[src/rtl/seg_desc_pkg.sv]
package seg_desc_pkg;

    localparam int WORD_W     = 32;
    localparam int RAW_LIM_W  = 20;
    localparam int PAGE_SHIFT = 12;
    localparam int ACC_BIT    = 8;

    localparam logic [1:0] KIND_READ  = 2'd0;
    localparam logic [1:0] KIND_WRITE = 2'd1;

    typedef enum logic [2:0] {
        FLT_NONE   = 3'd0,
        FLT_NULL   = 3'd1,
        FLT_LIMIT  = 3'd2,
        FLT_SYSTEM = 3'd3,
        FLT_ABSENT = 3'd4,
        FLT_TYPE   = 3'd5
    } fault_e;

    typedef enum logic [2:0] {
        ST_IDLE, ST_RD_LO, ST_RD_HI, ST_CHECK, ST_WRBACK, ST_DONE
    } seq_state_e;

    typedef struct packed {
        logic [WORD_W-1:0]    base;
        logic [RAW_LIM_W-1:0] raw_limit;
        logic                 gran;
        logic                 big;
        logic                 present;
        logic [1:0]           dpl;
        logic                 user_seg;
        logic                 exec;
        logic                 flag42;
        logic                 flag41;
        logic                 accessed;
    } desc_t;

    typedef struct packed {
        fault_e            fault;
        logic [WORD_W-1:0] base;
        logic [WORD_W-1:0] limit;
        logic              big;
        logic              conforming;
        logic              expand_down;
    } result_t;

    function automatic desc_t unpack_desc(input logic [WORD_W-1:0] lo,
                                          input logic [WORD_W-1:0] hi);
        desc_t d;
        d.base      = {hi[31:24], hi[7:0], lo[31:16]};
        d.raw_limit = {hi[19:16], lo[15:0]};
        d.gran      = hi[23];
        d.big       = hi[22];
        d.present   = hi[15];
        d.dpl       = hi[14:13];
        d.user_seg  = hi[12];
        d.exec      = hi[11];
        d.flag42    = hi[10];
        d.flag41    = hi[9];
        d.accessed  = hi[ACC_BIT];
        return d;
    endfunction

    function automatic logic [WORD_W-1:0] scale_limit(input logic [RAW_LIM_W-1:0] raw,
                                                      input logic gran);
        logic [WORD_W-1:0] wide;
        wide = WORD_W'(raw);
        if (gran)
            return (wide << PAGE_SHIFT) | WORD_W'((1 << PAGE_SHIFT) - 1);
        return wide;
    endfunction

    function automatic fault_e judge(input desc_t d, input logic [1:0] kind);
        logic is_rd, is_wr, is_ex;
        is_rd = (kind == KIND_READ);
        is_wr = (kind == KIND_WRITE);
        is_ex = !is_rd && !is_wr;
        if (!d.user_seg)
            return FLT_SYSTEM;
        if (!d.present)
            return FLT_ABSENT;
        if (d.exec) begin
            if (is_wr || (is_rd && !d.flag41))
                return FLT_TYPE;
        end else begin
            if (is_ex || (is_wr && !d.flag41))
                return FLT_TYPE;
        end
        return FLT_NONE;
    endfunction

endpackage

[src/rtl/seg_fetch_seq.sv]
module seg_fetch_seq
    import seg_desc_pkg::*;
#(
    parameter int ADDR_W = 32
) (
    input  logic              clk,
    input  logic              rst,
    input  logic              start,
    input  logic              early_stop,
    input  logic [ADDR_W-1:0] entry_addr,
    input  logic              need_wb,
    input  logic              mem_ack,
    input  logic [WORD_W-1:0] mem_rdata,
    output seq_state_e        state,
    output logic              mem_req,
    output logic              mem_we,
    output logic [ADDR_W-1:0] mem_addr,
    output logic [WORD_W-1:0] mem_wdata,
    output logic [WORD_W-1:0] lo_q,
    output logic [WORD_W-1:0] hi_q
);

    localparam logic [ADDR_W-1:0] HI_OFS = ADDR_W'(WORD_W / 8);

    seq_state_e        state_q, state_d;
    logic [ADDR_W-1:0] ent_q;

    always_comb begin
        state_d = state_q;
        unique case (state_q)
            ST_IDLE:   if (start) state_d = early_stop ? ST_DONE : ST_RD_LO;
            ST_RD_LO:  if (mem_ack) state_d = ST_RD_HI;
            ST_RD_HI:  if (mem_ack) state_d = ST_CHECK;
            ST_CHECK:  state_d = need_wb ? ST_WRBACK : ST_DONE;
            ST_WRBACK: if (mem_ack) state_d = ST_DONE;
            ST_DONE:   state_d = ST_IDLE;
            default:   state_d = ST_IDLE;
        endcase
    end

    always_ff @(posedge clk) begin
        if (rst) begin
            state_q <= ST_IDLE;
            ent_q   <= '0;
            lo_q    <= '0;
            hi_q    <= '0;
        end else begin
            state_q <= state_d;
            if (state_q == ST_IDLE && start)
                ent_q <= entry_addr;
            if (state_q == ST_RD_LO && mem_ack)
                lo_q <= mem_rdata;
            if (state_q == ST_RD_HI && mem_ack)
                hi_q <= mem_rdata;
        end
    end

    always_comb begin
        state     = state_q;
        mem_req   = (state_q == ST_RD_LO) || (state_q == ST_RD_HI) || (state_q == ST_WRBACK);
        mem_we    = (state_q == ST_WRBACK);
        mem_addr  = (state_q == ST_RD_LO) ? ent_q : ent_q + HI_OFS;
        mem_wdata = hi_q | (WORD_W'(1) << ACC_BIT);
    end

    AST_REQ_HELD: assert property (@(posedge clk) disable iff (rst)
        (mem_req && !mem_ack) |=> (mem_req && $stable(mem_addr) && $stable(mem_we)));

endmodule

[config.mk]
export PLATFORM = sky130hd
export DESIGN_NAME = seg_fetch_seq
export DESIGN_NICKNAME = d
export VERILOG_FILES = /design/src/rtl/seg_desc_pkg.sv /design/src/rtl/seg_fetch_seq.sv
export SDC_FILE = /design/constraint.sdc
export NUM_CORES = 1
export LEC_CHECK = 0
export BUFFER_PORTS_ARGS = -buffer_cell sky130_fd_sc_hd__buf_4
export CAP_MARGIN = 40
export CELL_PAD_IN_SITES_DETAIL_PLACEMENT = 0
export CELL_PAD_IN_SITES_GLOBAL_PLACEMENT = 1
export CORE_ASPECT_RATIO = 0.9
export CORE_MARGIN = 3
export CORE_UTILIZATION = 25
export CTS_BUF_LIST = sky130_fd_sc_hd__clkbuf_16
export CTS_CLUSTER_DIAMETER = 40
export CTS_CLUSTER_SIZE = 40
export DETAILED_ROUTE_END_ITERATION = 7
export GPL_TIMING_DRIVEN = 0
export PLACE_DENSITY_LB_ADDON = 0.2
export SYNTH_ARGS = -nofsm -noshare
export SYNTH_HDL_FRONTEND = slang
export SYNTH_SLANG_ARGS = --single-unit
[constraint.sdc]
create_clock -name clk -period 3.5 [get_ports clk]
set_input_delay 0.175 -clock clk [delete_from_list [all_inputs] [get_ports clk]]
set_output_delay 0.175 -clock clk [all_outputs]
set_load 0.01 [all_outputs]
==> results.txt <==
The largest total area in the synthesized netlist belongs to dfxtp_1. The worst-case setup slack after placement is 1.439 ns. The smallest setup slack after layout is 1.061 ns. Setup repair after global routing left no endpoint under its margin. The sum of negative setup slack is 0 ns. The post-CTS setup-driven buffer insertion count is 0. After synthesis, the cell types taking the most area are dfxtp_1 (45%), nand2_1 (17%), a21oi_1 (11%). For this run, the leading register cell type out of synthesis is dfxtp_1. Buffers placed on the I/O ports in this run total 200. The slowest library cell on the worst path is nor2_1. After synthesis, the most frequently instantiated cells are nand2_1 (198), a21oi_1 (99), dfxtp_1 (99). The worst IR drop on VDD is 202.3 uV. The overall power consumption is 0.002754 W. The endpoint required time on the critical path came out at 3.32 ns. The first global-routing pass estimated 23700 um of wire. The longest clock path from root to sink contains 2 buffers. The class of the tightest hold or removal check is input port to flop. The worst setup path category is flop to primary output. The number of global-route vias before repair was 4461. The share of cells above drive strength 1 is 34.39%. The overall die width is 145.9 um. The worst setup path is captured at a primary output. The highest achievable clock rate is 0.4100 GHz.

The overflow left after global routing is 0. The first-pass iteration count of the detailed router is 4. The sum of net half-perimeters after detailed placement came out at 11450 um. The TritonCTS buffer count came out at 9. The transition time at the pin with the least slew margin came out at 0.5646 ns. Yosys instantiated no cell more often than nand2_1. The H-tree was split into 3 levels.

The final antenna diode count came out at 0. Entering global routing, the biggest net connects 18 pins. In this run, synthesis produced a sequential element count of 99. The most numerous cell type found on the critical path is buf_4. The largest incremental delay on the critical path came out at 0.38 ns. The die outline area is 19250 um2. The initial utilization of the core area, before any placement, comes to 25.82%. The minimum period implied by the final worst setup slack came out at 2.439 ns. The area inside the core boundary is 17060 um2. In this run the power density over the cells is 423.7 nW/um2. The headroom to the max-slew limit is 62.36%.

The worst reg-to-reg path cell count is 6. The final-report max-slew violation count came out at 0. The die is 131.9 um tall. In the synthesized netlist, the number of instances is 572. The I/O pin total is 203.

The number of vias in the routed layout is 4473. The detailed-route wire length came out at 14980 um. The critical path goes through buf_4, nor3b_4, nor2_1, buf_2, nand4_1, xnor2_1, buf_4. Of all flip-flops after synthesis, the portion carrying an async set or reset was 0%.

The number of nets in the finished design is 854. The number of antenna violations at the first check in global routing came out at 0. The tightest hold path in the finished design has a slack of 0.07509 ns. Each instance of the synthesized netlist takes up on average 7.700 um2. For this block, the initial DRC count from the detailed router was 173. The number of sinks handled by clock tree synthesis came out at 99. Between clock sinks in the finished design, the worst skew comes to 0.007104 ns. The critical path runs through a total of 7 cells. The clock transition at the register clock pins on the worst setup and hold paths after CTS came out at 0.07 ns. The number of nets in the synthesized netlist is 643. The buffering stage count on the worst path with inverters included came out at 3. Once the clock tree was built, the resizer swapped 0 gates to a different size.

The run finished with clean final reports. In the finished design, the share of the clock period the worst path needs comes to 69.68%. The mapped netlist covers 4404 um2. The worst setup path is launched from a flop. The clock tree root driver cell is clkbuf_16. The number of antenna-violating nets in the routed design came out at 0. In the routed layout, each cell is associated on average with a via count of 4.372. The number of different library cells in the post-synthesis netlist is 28. The cell row count is 45. Counting instances, the worst hold path has a depth of 3. The fraction of post-synthesis cell area in the top cell type by area is 45.00%. The detailed-route DRC error count came out at 0.

Broken down by cell family, the worst path's largest delay share belongs to simple AND/OR/NAND/NOR gates. The leakage dissipation is 2.805 nW. The number of warning messages in the yosys log came out at 0. The top fanout value on the critical path is 10.

From synthesis to final layout, the design area changed by 47.61%. The final-report hold violation count is 0. In the final routed layout, each cell accounts on average for 14.64 um.

STA puts the critical path data arrival time at 2.26 ns. The latest clock arrival within the worst-skew pair came out at 0.35 ns. Global routing used 15.33% of the available tracks. The sequential area share after synthesis came out at 45.00%.

The setup-violating endpoint count in the final report came out at 0. The total of hold buffers inserted after clock tree synthesis is 0. The post-placement cell area came out at 6200 um2. Max-cap violations in this run came to 0.

TritonCTS built the clock tree. The finished layout cell area came out at 6501 um2. The last weighted congestion value of the routability-driven placer is 0.7612. The synthesized design contains 0 enable-type register cells.
final cells by class:
cell class	instances	area [um2]
sequential	99	1982
clock buffer	9	225.2
clock inverter	7	76.32
timing repair buffer	200	1501
inverter	2	7.507
fill	1811	10560
buffer	74	462.9
multi-input combinational	397	1952
tap	235	294.0
state kept, by name, indices dropped and copies added (netlist names):
signal,flops
ent_q,32
hi_q,32
state,3
lo_q,32
through the flow:
stage	std cells	util, %
2_1_floorplan	572	-
3_3_place_gp	1007	36.34
4_1_cts	1023	38.11
3_5_place_dp	1007	36.34
5_1_grt	1023	38.11
6_report	1023	38.11
per-layer routing:
metal | share of wire, % | up-vias | GRT usage [%] | wire (um)
met1 | 44 | 2065 | 19.16 | 6532
met2 | 47 | 131 | 25.06 | 7045
met5 | 0 | - | 0 | 0
li1 | - | 2263 | - | -
met4 | 1.6 | 0 | 4.852 | 240
met3 | 7.7 | 14 | 5.088 | 1159
path summary, 6_finish.rpt:
path / slack (ns) / end / start
hold reg to reg: 0.45 / ent_q[1]$_SDFFE_PP0P_ / ent_q[1]$_SDFFE_PP0P_
setup reg to reg: 1.78 / lo_q[29]$_SDFFE_PP0P_ / state[1]$_SDFFE_PP0P_
hold / removal: 0.08 / ent_q[17]$_SDFFE_PP0P_ / entry_addr[17]
setup / recovery: 1.06 / mem_addr[26] / state[0]$_SDFFE_PP0P_
logic make-up after synthesis:
family | synth area share (%)
XOR/XNOR | 5.767
AO/OA/AOI/OAI | 12.05
adder cells (fa/ha/maj) | 0.2840
other | 0.08515
multiplexers | 0.5113
AND/OR/NAND/NOR | 25.62
buffers and inverters | 10.68
flip-flops | 45.00
cell usage in the layout, fill, tap and decap left out, types with 2 or more instances in the layout:
cell       count
nor2b_1        2
a21oi_1       99
buf_2         10
clkinv_4       2
nand4_1       18
mux2_2         2
inv_1          2
clkbuf_1      21
clkbuf_16      9
nand2b_1       2
o211ai_1       2
dfxtp_1       99
buf_4        240
nand3_1       10
nor3_1         4
and4_1         6
nor2_1         5
and3_1         9
xnor2_1       28
nand2_1      198
and2_1         4
buf_6          3
worst register-to-register path, delay by kind of cell (launching register included):
| family | cells | cell delay, ns |
|---|---|---|
| buffers and inverters | 2 | 0.49 |
| AO/OA/AOI/OAI | 1 | 0.07 |
| AND/OR/NAND/NOR | 3 | 0.70 |
| flip-flops | 1 | 0.33 |
where the power goes:
part | internal, W | total, W | switching, W
combinational | 0.000240 | 0.000488 | 0.000248
clock | 0.000561 | 0.00102 | 0.000462
sequential | 0.00119 | 0.00124 | 0.0000561
(Power assumes the default switching activity.)
